### config.mk
export PLATFORM = sky130hd
export DESIGN_NAME = fault_irq_ctrl
export DESIGN_NICKNAME = d
export VERILOG_FILES = /design/src/rtl/fic_pkg.sv /design/src/rtl/fic_capture.sv /design/src/rtl/fic_status.sv /design/src/rtl/fic_mrst.sv /design/src/rtl/fault_irq_ctrl.sv
export SDC_FILE = /design/constraint.sdc
export NUM_CORES = 1
export LEC_CHECK = 0
export ABC_AREA = 1
export BUFFER_PORTS_ARGS = -buffer_cell sky130_fd_sc_hd__buf_4
export CAP_MARGIN = 40
export CORE_AREA = 2 2 255 257
export CTS_BUF_LIST = sky130_fd_sc_hd__clkbuf_16
export CTS_CLUSTER_SIZE = 40
export DETAILED_ROUTE_END_ITERATION = 8
export DIE_AREA = 0 0 257 259
export GPL_ROUTABILITY_DRIVEN = 0
export RECOVER_POWER = 50
export SLEW_MARGIN = 20
export SYNTH_ARGS = -nofsm -noshare
export SYNTH_HDL_FRONTEND = slang
export SYNTH_SLANG_ARGS = --single-unit
### constraint.sdc
create_clock -name clk -period 3.1 [get_ports clk]
set_input_delay 0.155 -clock clk [delete_from_list [all_inputs] [get_ports clk]]
set_output_delay 0.155 -clock clk [all_outputs]
set_load 0.005 [all_outputs]
### src/rtl/fic_pkg.sv
package fic_pkg;
  localparam int STAT_W = 18;
  localparam int L1_BIT = 16;
  localparam int L2_BIT = 17;

  typedef enum logic [1:0] {
    SEL_EN   = 2'd0,
    SEL_CLR  = 2'd1,
    SEL_MRST = 2'd2,
    SEL_NONE = 2'd3
  } cfg_sel_e;

  // Bits of the status/enable vectors that exist for a given master count.
  function automatic logic [STAT_W-1:0] live_mask(input int nm);
    logic [STAT_W-1:0] m;
    m = '0;
    for (int i = 0; i < nm; i++) m[i] = 1'b1;
    m[L1_BIT] = 1'b1;
    m[L2_BIT] = 1'b1;
    return m;
  endfunction

  // New faults win over a same-cycle clear.
  function automatic logic [STAT_W-1:0] next_status(
    input logic [STAT_W-1:0] cur,
    input logic [STAT_W-1:0] set,
    input logic [STAT_W-1:0] clr,
    input logic [STAT_W-1:0] mask
  );
    return ((cur & ~clr) | set) & mask;
  endfunction
endpackage

### src/rtl/fic_capture.sv
module fic_capture #(
  parameter int W = 32
) (
  input  logic         clk,
  input  logic         rst_n,
  input  logic         load,
  input  logic [W-1:0] din,
  output logic [W-1:0] q
);
  always_ff @(posedge clk or negedge rst_n) begin
    if (!rst_n)    q <= '0;
    else if (load) q <= din;
  end
endmodule

### src/rtl/fic_status.sv
module fic_status
  import fic_pkg::*;
#(
  parameter int NM = 6
) (
  input  logic              clk,
  input  logic              rst_n,
  input  logic [STAT_W-1:0] set_vec,
  input  logic              clr_we,
  input  logic              en_we,
  input  logic [STAT_W-1:0] wdata,
  output logic [STAT_W-1:0] status_q,
  output logic [STAT_W-1:0] enable_q,
  output logic              irq
);
  localparam logic [STAT_W-1:0] MASK = live_mask(NM);

  logic [STAT_W-1:0] clr_vec;

  always_comb clr_vec = clr_we ? wdata : '0;

  always_ff @(posedge clk or negedge rst_n) begin
    if (!rst_n) begin
      status_q <= '0;
      enable_q <= '0;
    end else begin
      status_q <= next_status(status_q, set_vec, clr_vec, MASK);
      if (en_we) enable_q <= wdata & MASK;
    end
  end

  assign irq = |(status_q & enable_q);
endmodule

### src/rtl/fic_mrst.sv
module fic_mrst #(
  parameter int NM = 6
) (
  input  logic          clk,
  input  logic          rst_n,
  input  logic          we,
  input  logic [NM-1:0] wdata,
  output logic [NM-1:0] master_rst_n
);
  always_ff @(posedge clk or negedge rst_n) begin
    if (!rst_n)  master_rst_n <= '1;
    else if (we) master_rst_n <= wdata;
  end
endmodule

### src/rtl/fault_irq_ctrl.sv
module fault_irq_ctrl
  import fic_pkg::*;
#(
  parameter int NUM_MASTERS = 6,
  parameter int ADDR_W      = 32,
  parameter int DATA_W      = 32,
  parameter int SEL_W       = (NUM_MASTERS > 1) ? $clog2(NUM_MASTERS) : 1
) (
  input  logic                          clk,
  input  logic                          rst_n,
  input  logic [NUM_MASTERS-1:0]        perm_fault_vld,
  input  logic [NUM_MASTERS*ADDR_W-1:0] perm_fault_addr,
  input  logic [NUM_MASTERS*DATA_W-1:0] perm_fault_data,
  input  logic                          l1_fault_vld,
  input  logic [ADDR_W-1:0]             l1_fault_addr,
  input  logic                          l2_fault_vld,
  input  logic [ADDR_W-1:0]             l2_fault_addr,
  input  logic                          cfg_we,
  input  logic [1:0]                    cfg_sel,
  input  logic [STAT_W-1:0]             cfg_wdata,
  input  logic [SEL_W-1:0]              rd_sel,
  output logic                          irq,
  output logic [STAT_W-1:0]             status_q,
  output logic [STAT_W-1:0]             enable_q,
  output logic [NUM_MASTERS-1:0]        master_rst_n,
  output logic [ADDR_W-1:0]             rd_err_addr,
  output logic [DATA_W-1:0]             rd_err_data,
  output logic [ADDR_W-1:0]             l1_err_addr,
  output logic [ADDR_W-1:0]             l2_err_addr
);
  localparam int CAP_W = ADDR_W + DATA_W;

  // Named internal events, brought out for the checker.
  logic [STAT_W-1:0]            set_vec;
  logic [STAT_W-1:0]            cap_load;
  logic                         en_we, clr_we, mrst_we;
  logic [NUM_MASTERS*CAP_W-1:0] perm_cap_q;

  always_comb begin
    set_vec                   = '0;
    set_vec[NUM_MASTERS-1:0]  = perm_fault_vld;
    set_vec[L1_BIT]           = l1_fault_vld;
    set_vec[L2_BIT]           = l2_fault_vld;
  end

  // First fault only: load while the status bit is still clear.
  assign cap_load = set_vec & ~status_q;

  assign en_we   = cfg_we && (cfg_sel == SEL_EN);
  assign clr_we  = cfg_we && (cfg_sel == SEL_CLR);
  assign mrst_we = cfg_we && (cfg_sel == SEL_MRST);

  fic_status #(.NM(NUM_MASTERS)) u_status (
    .clk      (clk),
    .rst_n    (rst_n),
    .set_vec  (set_vec),
    .clr_we   (clr_we),
    .en_we    (en_we),
    .wdata    (cfg_wdata),
    .status_q (status_q),
    .enable_q (enable_q),
    .irq      (irq)
  );

  fic_mrst #(.NM(NUM_MASTERS)) u_mrst (
    .clk          (clk),
    .rst_n        (rst_n),
    .we           (mrst_we),
    .wdata        (cfg_wdata[NUM_MASTERS-1:0]),
    .master_rst_n (master_rst_n)
  );

  for (genvar m = 0; m < NUM_MASTERS; m++) begin : g_perm_cap
    fic_capture #(.W(CAP_W)) u_cap (
      .clk   (clk),
      .rst_n (rst_n),
      .load  (cap_load[m]),
      .din   ({perm_fault_addr[m*ADDR_W +: ADDR_W], perm_fault_data[m*DATA_W +: DATA_W]}),
      .q     (perm_cap_q[m*CAP_W +: CAP_W])
    );
  end

  fic_capture #(.W(ADDR_W)) u_l1_cap (
    .clk (clk), .rst_n (rst_n), .load (cap_load[L1_BIT]),
    .din (l1_fault_addr), .q (l1_err_addr)
  );

  fic_capture #(.W(ADDR_W)) u_l2_cap (
    .clk (clk), .rst_n (rst_n), .load (cap_load[L2_BIT]),
    .din (l2_fault_addr), .q (l2_err_addr)
  );

  // Read mux; out-of-range selects return zero.
  always_comb begin
    rd_err_addr = '0;
    rd_err_data = '0;
    for (int m = 0; m < NUM_MASTERS; m++) begin
      if (32'(rd_sel) == m) begin
        rd_err_addr = perm_cap_q[m*CAP_W + DATA_W +: ADDR_W];
        rd_err_data = perm_cap_q[m*CAP_W +: DATA_W];
      end
    end
  end
endmodule

Word-level counts from Yosys, hierarchy flattened
Cells that the tools add are included.
{"block": "totals", "word_cells": 43, "out_inout_bits": 171, "rom_bits": 0, "latchBits": 0, "ramBits": 0, "n_memories": 0, "regBits": 470, "in_bits": 482}
{"block": "op_classes", "div": 0, "n_bitwise": 6, "n_addsub": 0, "n_mux": 13, "mul": 0, "reduce_logical": 6, "magnitude_cmp": 0, "n_eq_ne": 7, "shifts": 0}
{"cell": "two-way mux 32 bit", "n": 12}
{"cell": "bitwise AND 18 bit", "n": 3}
{"cell": "inverter 18 bit", "n": 2}
{"cell": "two-way mux 18 bit", "n": 1}
{"cell": "OR 18 bit", "n": 1}
{"cell": "OR reduction 18 bit", "n": 1}
{"cell": "equality test 3 x 2 -> 1 bit, second input constant", "n": 2}
{"cell": "equality test 3 bit, second input constant", "n": 2}
{"cell": "equality test 3 x 1 -> 1 bit, second input constant", "n": 1}
{"cell": "logical AND 1 bit", "n": 3}
{"cell": "logical NOT 3 bit", "n": 1}
{"cell": "equality test 2 x 1 -> 1 bit, second input constant", "n": 1}
{"cell": "equality test 2 bit, second input constant", "n": 1}
{"cell": "logical NOT 2 bit", "n": 1}

Logic depth before layout (Yosys ltp)
Gate-level depths: netlist of run 1.
{"block": "logic_depth", "word_depth": 7, "mapped_depth": 7, "depth_no_buf": 5}

Hierarchy
Synthesis of run 1 repeated with hierarchy kept, for this count alone.
{"block": "hier_totals", "hier_cells": 2740, "area_unflattened_um2": 21528.1}
{"module": "fic_capture (g_perm_cap[0].u_cap ...)", "instances": 6, "cells_each": 270, "area_each_um2": 2446.1, "seq_area_each_um2": 1601.5}
{"module": "fault_irq_ctrl", "instances": 1, "cells_each": 729, "area_each_um2": 3220.6, "seq_area_each_um2": 0.0}
{"module": "fic_capture (u_l1_cap ...)", "instances": 2, "cells_each": 136, "area_each_um2": 1292.5, "seq_area_each_um2": 800.8}
{"module": "fic_status", "instances": 1, "cells_each": 94, "area_each_um2": 817.0, "seq_area_each_um2": 400.4}
{"module": "fic_mrst", "instances": 1, "cells_each": 25, "area_each_um2": 229.0, "seq_area_each_um2": 157.7}

Worst setup path after synthesis of run 1
No wires, ideal clock.
{"block": "synth_path", "path_kind": "reg-to-reg", "from": "register u_status.status_q[3]", "to": "register g_perm_cap[3].u_cap.q[47]", "arrival_time_ns": 1.212, "t_required_ns": 2.970, "path_buffers": 2, "slack_ns": 1.758, "period_less_slack_ns": 1.342, "setup_ns": 0.130, "stages_incl_launch_ff": 6, "cell_sequence": "dfrtp_1 or2_2 clkbuf_1 clkbuf_1 nand2_1 o21ai_0"}
{"block": "synth_between", "elab_chain_len": 2}
{"item": "start, declared", "line": "fic_status.sv:12", "text": "output logic [STAT_W-1:0] status_q,"}
{"item": "start signal, assigned", "line": "fic_status.sv:27", "text": "status_q <= next_status(status_q, set_vec, clr_vec, MASK);"}
{"item": "inverter 18 bit", "line": "fault_irq_ctrl.sv:47", "text": "assign cap_load = set_vec & ~status_q;"}
{"item": "bitwise AND 18 bit", "line": "fault_irq_ctrl.sv:47"}
{"item": "end signal, assigned", "line": "fic_capture.sv:12", "text": "else if (load) q <= din;"}
{"item": "end, declared", "line": "fic_capture.sv:8", "text": "output logic [W-1:0] q"}
Every way passes these cells.
A chain may end at the register's enable or synchronous reset.

==> results of run 1 <==
## cell type report
cell class              instances  area share
clock buffers                  55      0.0414
clock inverters                46      0.0101
diodes                         13    0.000979
multi-input cells            1562       0.209
inverters                     468      0.0529
repair buffers               1139       0.299
flip-flops and latches        470       0.354
well taps                     855      0.0322
## state kept, by name (all words and copies together), names as in the netlist
signal / count
u_status.status_q: 8
g_perm_cap.u_cap.q: 384
u_mrst.master_rst_n: 6
u_l2_cap.q: 32
u_status.enable_q: 8
u_l1_cap.q: 32
## path summary, 6_finish.rpt
| path | to | startpoint | slack [ns] |
|---|---|---|---|
| worst max-delay path | g_perm_cap[0].u_cap.q[50] | rst_n | 0.92 |
| worst min-delay path | u_mrst.master_rst_n[5] | cfg_we | 0.11 |
| worst min register to register | g_perm_cap[0].u_cap.q[31] | g_perm_cap[0].u_cap.q[31] | 0.48 |
| worst max register to register | u_l1_cap.q[21] | u_status.status_q[16] | 1.28 |
| max in group clk | rd_err_addr[6] | rd_sel[1] | 0.94 |
| min in group asynchronous | g_perm_cap[4].u_cap.q[39] | rst_n | 0.72 |
## cell families after synthesis
| group | count (synthesis) | synth area share |
|---|---|---|
| AO/OA/AOI/OAI | 538 | 0.128 |
| buffers and inverters | 646 | 0.119 |
| flip-flops | 470 | 0.557 |
| other | 1 | 0.000177 |
| AND/OR/NAND/NOR | 1004 | 0.196 |
## per-layer routing
| metal | vias up | share of wire |
|---|---|---|
| met2 | 797 | 0.49 |
| li1 | 10300 | - |
| met5 | - | 0.00016 |
| met4 | 2 | 0.041 |
| met1 | 10000 | 0.41 |
| met3 | 171 | 0.059 |
## synthesized netlist by cell type (all sizes together)
master  count
nand4     128
nand3       1
dfstp       6
conb        1
dfrtp     464
a22o        4
nor3        2
o21ai     470
a21oi      64
buf        29
inv       468
nor2       71
or2         8
nand2     794
clkbuf    149
## critical path, stage by stage
cell and delay [ns]:
sky130_fd_sc_hd__dlygate4sd3_1 0.53, sky130_fd_sc_hd__clkbuf_2 1.51, sky130_fd_sc_hd__clkbuf_1 0.60
## per-stage QoR
step	worst slack (ns)	total power, mW
2_1_floorplan	1.76	10.2
3_3_place_gp	0.926	12.1
3_5_place_dp	0.912	12.2
4_1_cts	0.912	19.0
5_1_grt	0.493	20.0
6_report	0.921	18.9
## report_power, final
| group | internal [mW] | leakage, nW | total [mW] | switching (mW) |
|---|---|---|---|---|
| Combinational | 2.10 | 10.9 | 4.05 | 1.95 |
| Sequential | 7.75 | 5.73 | 8.58 | 0.832 |
| Clock | 3.55 | 0.891 | 6.24 | 2.69 |
## what timing repair did
| action | CTS | global route |
|---|---|---|
| gates resized for setup | 0 | 0 |
| hold buffers | 473 | 0 |
| endpoints found under the hold margin | 531 | 0 |
==> summary by stage, run 1 <==
Run status
The flow ran to the end, but the final reports show violations. The final reports fail on max-capacitance violations, max-slew violations.

Global route
The initial antenna violation count is 9. In the global route stage, met3 resource usage came out at 0.0450. The global-route layer with the greatest usage is met2. Entering global routing, the biggest net connects 79 pins. The wire length of the first global-routing pass is 125 mm. The total overflow left after global routing is 0. For this run, global-route usage on met1 was measured as 0.298. In the global route stage, overall resource usage came out at 0.241. In the global route stage, met2 resource usage came out at 0.413. The via count of the first global-routing pass is 21.8k.

Setup path
The highest fanout seen on the critical path is 72. The number of cell instances on the worst register-to-register path is 4. The worst setup path is captured at an asynchronous set/reset pin. The worst setup path is launched from an input pin. The category of the most critical setup path is input pin to asynchronous set/reset pin. The data arrival time of the critical path is 2.85 ns. The worst endpoint required time is 3.77 ns.

Cells and area
The most common library cell in the layout ignoring fill and taps is sky130_fd_sc_hd__nand2_1. Compared with the post-synthesis result, the final layout area differs by 57.2%. For this run, the share of the core covered by cells in the final layout is 0.520. In the layout the commonest cells are sky130_fd_sc_hd__nand2_1 (794), sky130_fd_sc_hd__buf_4 (624), sky130_fd_sc_hd__inv_1 (478). The count of non-filler cells in the finished layout is 4608. The area occupied by registers is 11800 um2. The layout filler cell count is 5833. Of the cells placed in the final design, the portion with a size suffix greater than 1 is 0.201. The multi-input logic area is 6960 um2. Once layout is done, the placed cells without fillers occupy 33200 um2.

After the last flow step, the layout net total stands at 4177.

Clock network
The H-tree generated during clock tree synthesis spans 2 levels. The clock reaches the later pin of the worst-skew pair after 0.61 ns. The cell sitting at the root of the clock tree is a sky130_fd_sc_hd__clkbuf_16. The maximum root-to-sink buffer count is 3. The number of clock sinks seen by CTS is 470.

The post-CTS clock slew at the launch and capture registers of the worst setup and hold paths is 0.06 ns. Post-CTS timing repair inserted 0 buffers for setup. The CTS tree is done.

In this run, CTS created clock tree buffers numbering 54.

Drt
After detailed routing, the number of vias per cell comes to 4.62. After detailed routing, the average wire length per cell comes to 17.7 um. For this run, the detailed router's first-pass iteration total came to 7.

The post-detailed-route count of antenna-violating nets is 0. The via count is 21.3k. In the routed design, unresolved DRC markers number 0. The total length of routed wires is 81.3 mm. The number of violations reported at the end of detailed-routing iteration 0 is 1271.

Floorplan
In this run the vertical extent of the chip is 259 um. In this run the count of I/O pins placed on the die edge is 653. In this run the horizontal extent of the chip is 257 um. For this configuration, the core starts out at a cell density of 0.331.

The total die area is 66600 um2. The area of the core is 63900 um2. The floorplan has 93 rows.

STA
The worst hold slack across all endpoints is 0.114 ns. The final critical-path share of the clock period is 0.703. Setup repair after global routing left no endpoint under its margin.

For this run, the top clock speed supported by timing is 459 MHz. The final hold violation count is 0. The total negative slack is 0 ns. At the pin with the least slew margin, the transition time is 2.14 ns. The time the worst path needs with I/O delays and setup is 2.18 ns. Setup violations remaining at the end of the flow were counted as 0. The number of pins with negative max-slew slack in the final report is 68.

The worst relative slew slack is -0.426. The clock skew after layout is 0.0277 ns.

Job
The total of max-cap violations is 1.

Logic synthesis
The Yosys step of the flow raised 0 warnings. The post-synthesis instance area is 21100 um2. The share of synthesized area occupied by flip-flops and latches is 0.557. The cell count after synthesis came out at 2659. Yosys attributes the largest share of cell area to sky130_fd_sc_hd__dfrtp_1 (55%), sky130_fd_sc_hd__nand2_1 (14%), sky130_fd_sc_hd__o21ai_0 (11%).

After synthesis, the netlist uses 20 different library cells. A synthesized cell averages 7.95 um2. The share of synthesized area in the top cell type comes to 0.549.

The top cell type by total area after synthesis is sky130_fd_sc_hd__dfrtp_1. The flip-flop and latch count after synthesis is 470.

Placed design
The instance area at placement is 26800 um2. Including well taps, the total number of placed cells is 4021. The count of input and output buffers is 622. The wire-length estimate of the detail-placed layout is 54.7 mm.

Pwr
Power spread over the standard cell area amounts to 568 nW/um2. The worst-case vdd ir drop is 419 uV. The reported leakage power is 17.5 nW.

Hold path
In this run the worst hold path is classified as input pin to register. The worst hold path was traced through 3 stages.
No activity file was read; power rests on OpenSTA's default activity.
==> inputs of run 2 (changes only) <==
==> constraint.sdc (replaced) <==
create_clock -name clk -period 2.1 [get_ports clk]
set_input_delay 0.105 -clock clk [delete_from_list [all_inputs] [get_ports clk]]
set_output_delay 0.105 -clock clk [all_outputs]
set_load 0.005 [all_outputs]
==> run 2 against run 1 <==
Compared with the run above:
- the flow still finishes with violations (max-capacitance violations, max-slew violations)
- sequential share of layout area fell by 0.20 points
- die area did not move
- core utilization rose by 0.29 points
- wire length rose by 0.71%
- critical path depth rose by 2
- critical path type is now register to primary output
- largest cell class unchanged
- highest routed layer unchanged
==> summary by stage, run 2 (synthesized netlist as in run 1, its figures left out) <==
STA
The pin slew with the least headroom to its limit is 1.84 ns (-0.298 ns). The worst relative slew slack is -0.227 (+0.199). For this run, the top clock speed supported by timing is 558 MHz. The number of setup violations in the final report is 0 (unchanged). The total negative slack was 0 ns (unchanged). The clock skew after layout came to 0.0197 ns (-0.00800 ns). The final hold violation count is 0 (unchanged). The final critical-path share of the clock period is 0.853. Setup repair after global routing left no endpoint under its margin. After layout, the minimum clock period comes to 1.79 ns. The number of pins with negative max-slew slack in the final report is 49 (-28%).

Floorplan
The number of rows in the core area is 93 (unchanged). The total die area is 66600 um2 (unchanged). The overall die height is 259 um (unchanged). The boundary pin count is 653 (unchanged). The chip width is 257 um (unchanged). The area of the core is 63900 um2 (unchanged). The starting utilization of the core area is 0.331 (unchanged).

Global route
The pin count of the biggest net entering global routing was 129 (+63%). The via count of the first global-routing pass is 22.1k (+1.6%). The aggregate global-route resource usage came to 0.244 (+0.00323). The wire length of the first global-routing pass came to 126 mm (+1.6%). The initial antenna violation count is 13 (+4). The total congestion overflow came to 0 (unchanged).

Drt
The detail-routed via count per cell is 4.61 (-0.38%). The top metal layer carrying routed signals is met5. The total met2 wirelength after detailed routing is 40.2 mm (+0.18%). The number of detailed-route iterations in the first pass is 5 (-2). The routed length per placed instance is 17.7 um (+0.49%).

The number of remaining DRC errors came to 0 (unchanged). The total length of routed wires came to 81.9 mm (+0.71%). The via count is 21.3k (-0.16%). The met3 wire length came to 4.57 mm (-4.8%). The number of violations reported at the end of detailed-routing iteration 0 came to 1287 (+1.3%). The detailed-routing wirelength on met1 is 33.5 mm (+1.3%). The post-detailed-route count of antenna-violating nets is 0 (unchanged).

Cells and area
The register with the most flip-flops in the final layout is g_perm_cap.u_cap.q. In the final layout, the registers with the most flip-flops are g_perm_cap.u_cap.q (384), u_l1_cap.q (32), u_l2_cap.q (32). The area occupied by registers is 11800 um2 (unchanged). The area growth from synthesis to layout is 58.1%. The layout filler cell count came to 5744 (-1.5%). The final core utilization is 0.523 (+0.00294). The share of final-layout standard cells stronger than drive strength 1 is 0.203 (+0.00218). The library cells used most frequently in the layout, excluding fill and tap cells, are sky130_fd_sc_hd__nand2_1 (794), sky130_fd_sc_hd__buf_4 (627), sky130_fd_sc_hd__inv_1 (476).

The net total in the final layout is 4192 (+0.36%). The multi-input logic area is 6950 um2 (about the same). The count of non-filler cells in the finished layout is 4618 (+0.22%). The flip-flop count of the largest register, all copies and words added was 384 (unchanged).

The most common library cell in the layout ignoring fill and taps is sky130_fd_sc_hd__nand2_1.

Setup path
The worst endpoint required time is 2.00 ns (-1.77 ns). The highest fanout seen on the critical path is 2 (-97%). The data arrival time of the critical path was 1.69 ns (-1.16 ns). The category of the most critical setup path is register to primary output. The worst setup path is launched from a register. STA classifies the critical path endpoint as a primary output.

Clock network
The number of buffers inserted for hold repair after clock tree synthesis came to 473 (unchanged). The clock latency on the worst-skew pair is 0.61 ns (about the same). The total setup buffers inserted after CTS is 0 (unchanged). The number of H-tree levels is 2 (unchanged). The number of clock sinks seen by CTS is 470 (unchanged). The count of cells resized by post-cts repair was 0 (unchanged). The number of buffers added by the clock tree synthesis step was 53 (-1.9%). The tree is rooted in a sky130_fd_sc_hd__clkbuf_16. TritonCTS built the clock tree. The post-CTS clock slew at the launch and capture registers of the worst setup and hold paths is 0.06 ns (about the same).

The maximum root-to-sink buffer count is 3 (unchanged).

Pwr
The reported leakage power is 17.6 nW (+0.47%). The worst-case vdd ir drop was 601 uV (+44%). The power density over the cells is 831 nW/um2 (+46%).

The final total power was 27.8 mW (+47%).

Run status
The final reports fail on max-capacitance violations, max-slew violations. The run finished, with violations left.

Hold path
The tightest min-delay check is of the input pin to register type.

Job
The total of max-cap violations is 1 (unchanged).

Placed design
The detailed placer's ending HPWL is 55.5 mm (+1.6%). The count of input and output buffers came to 622 (unchanged). The cell total after placement was 4037 (+0.40%).
[run 2: changes by cell type in the layout (fill, tap and decap cells not counted), moves of 2 or more]
cell	previous run	this run
sky130_fd_sc_hd__clkinv_2	13	11
sky130_fd_sc_hd__buf_4	624	627
sky130_fd_sc_hd__clkinv_8	2	0
sky130_fd_sc_hd__buf_12	18	28
sky130_fd_sc_hd__inv_1	478	476
sky130_fd_sc_hd__or2_4	6	4
[run 2: layer usage]
metal | track usage | vias up
met4 | 0.109 | 2
met2 | 0.417 | 743
met3 | 0.0428 | 196
li1 | - | 10300
met1 | 0.301 | 10000
met5 | 0 | -
[run 2: report_power, final]
group | internal, mW | switching, mW
combinational | 3.12 | 2.90
sequential | 11.4 | 1.22
clock | 5.19 | 3.90
[run 2: cell type report]
type / count / area share
Inverter: 468 / 0.0526
Tap cell: 855 / 0.0320
Clock buffer: 55 / 0.0412
Sequential cell: 470 / 0.352
Multi-Input combinational cell: 1562 / 0.208
Timing Repair Buffer: 1155 / 0.304
Clock inverter: 39 / 0.00846
Antenna cell: 14 / 0.00105
[run 2: stage by stage]
stage | worst slack, ns | instance area [um2] | hold slack (ns)
finish | 0.308 | 33400 | 0.0594
global route | 0.0962 | 33400 | 0.0990
CTS | 0.187 | 33400 | 0.0290
detailed placement | 0.449 | 27000 | 0.136
global placement | 0.464 | 27000 | 0.127
floorplan | 0.758 | 21200 | -0.191
[run 2: worst paths after layout]
kind	cells past startpoint	start	to	slack [ns]
setup / recovery	5	g_perm_cap[0].u_cap.q[51]	rd_err_addr[19]	0.31
setup reg to reg	4	u_status.status_q[2]	g_perm_cap[2].u_cap.q[42]	0.32
max in group asynchronous	3	rst_n	u_mrst.master_rst_n[1]	0.35
hold / removal	3	cfg_we	u_mrst.master_rst_n[2]	0.06
min in group asynchronous	2	rst_n	g_perm_cap[4].u_cap.q[36]	0.55
hold reg to reg	2	g_perm_cap[0].u_cap.q[1]	g_perm_cap[0].u_cap.q[1]	0.48
[run 2: critical path, cell delays in order, from the launching register on]
cell	delay, ns
sky130_fd_sc_hd__dfrtp_1	0.37
sky130_fd_sc_hd__o21ai_0	0.15
sky130_fd_sc_hd__nand2_1	0.09
sky130_fd_sc_hd__nand2_1	0.10
sky130_fd_sc_hd__nand4_1	0.18
sky130_fd_sc_hd__buf_4	0.20
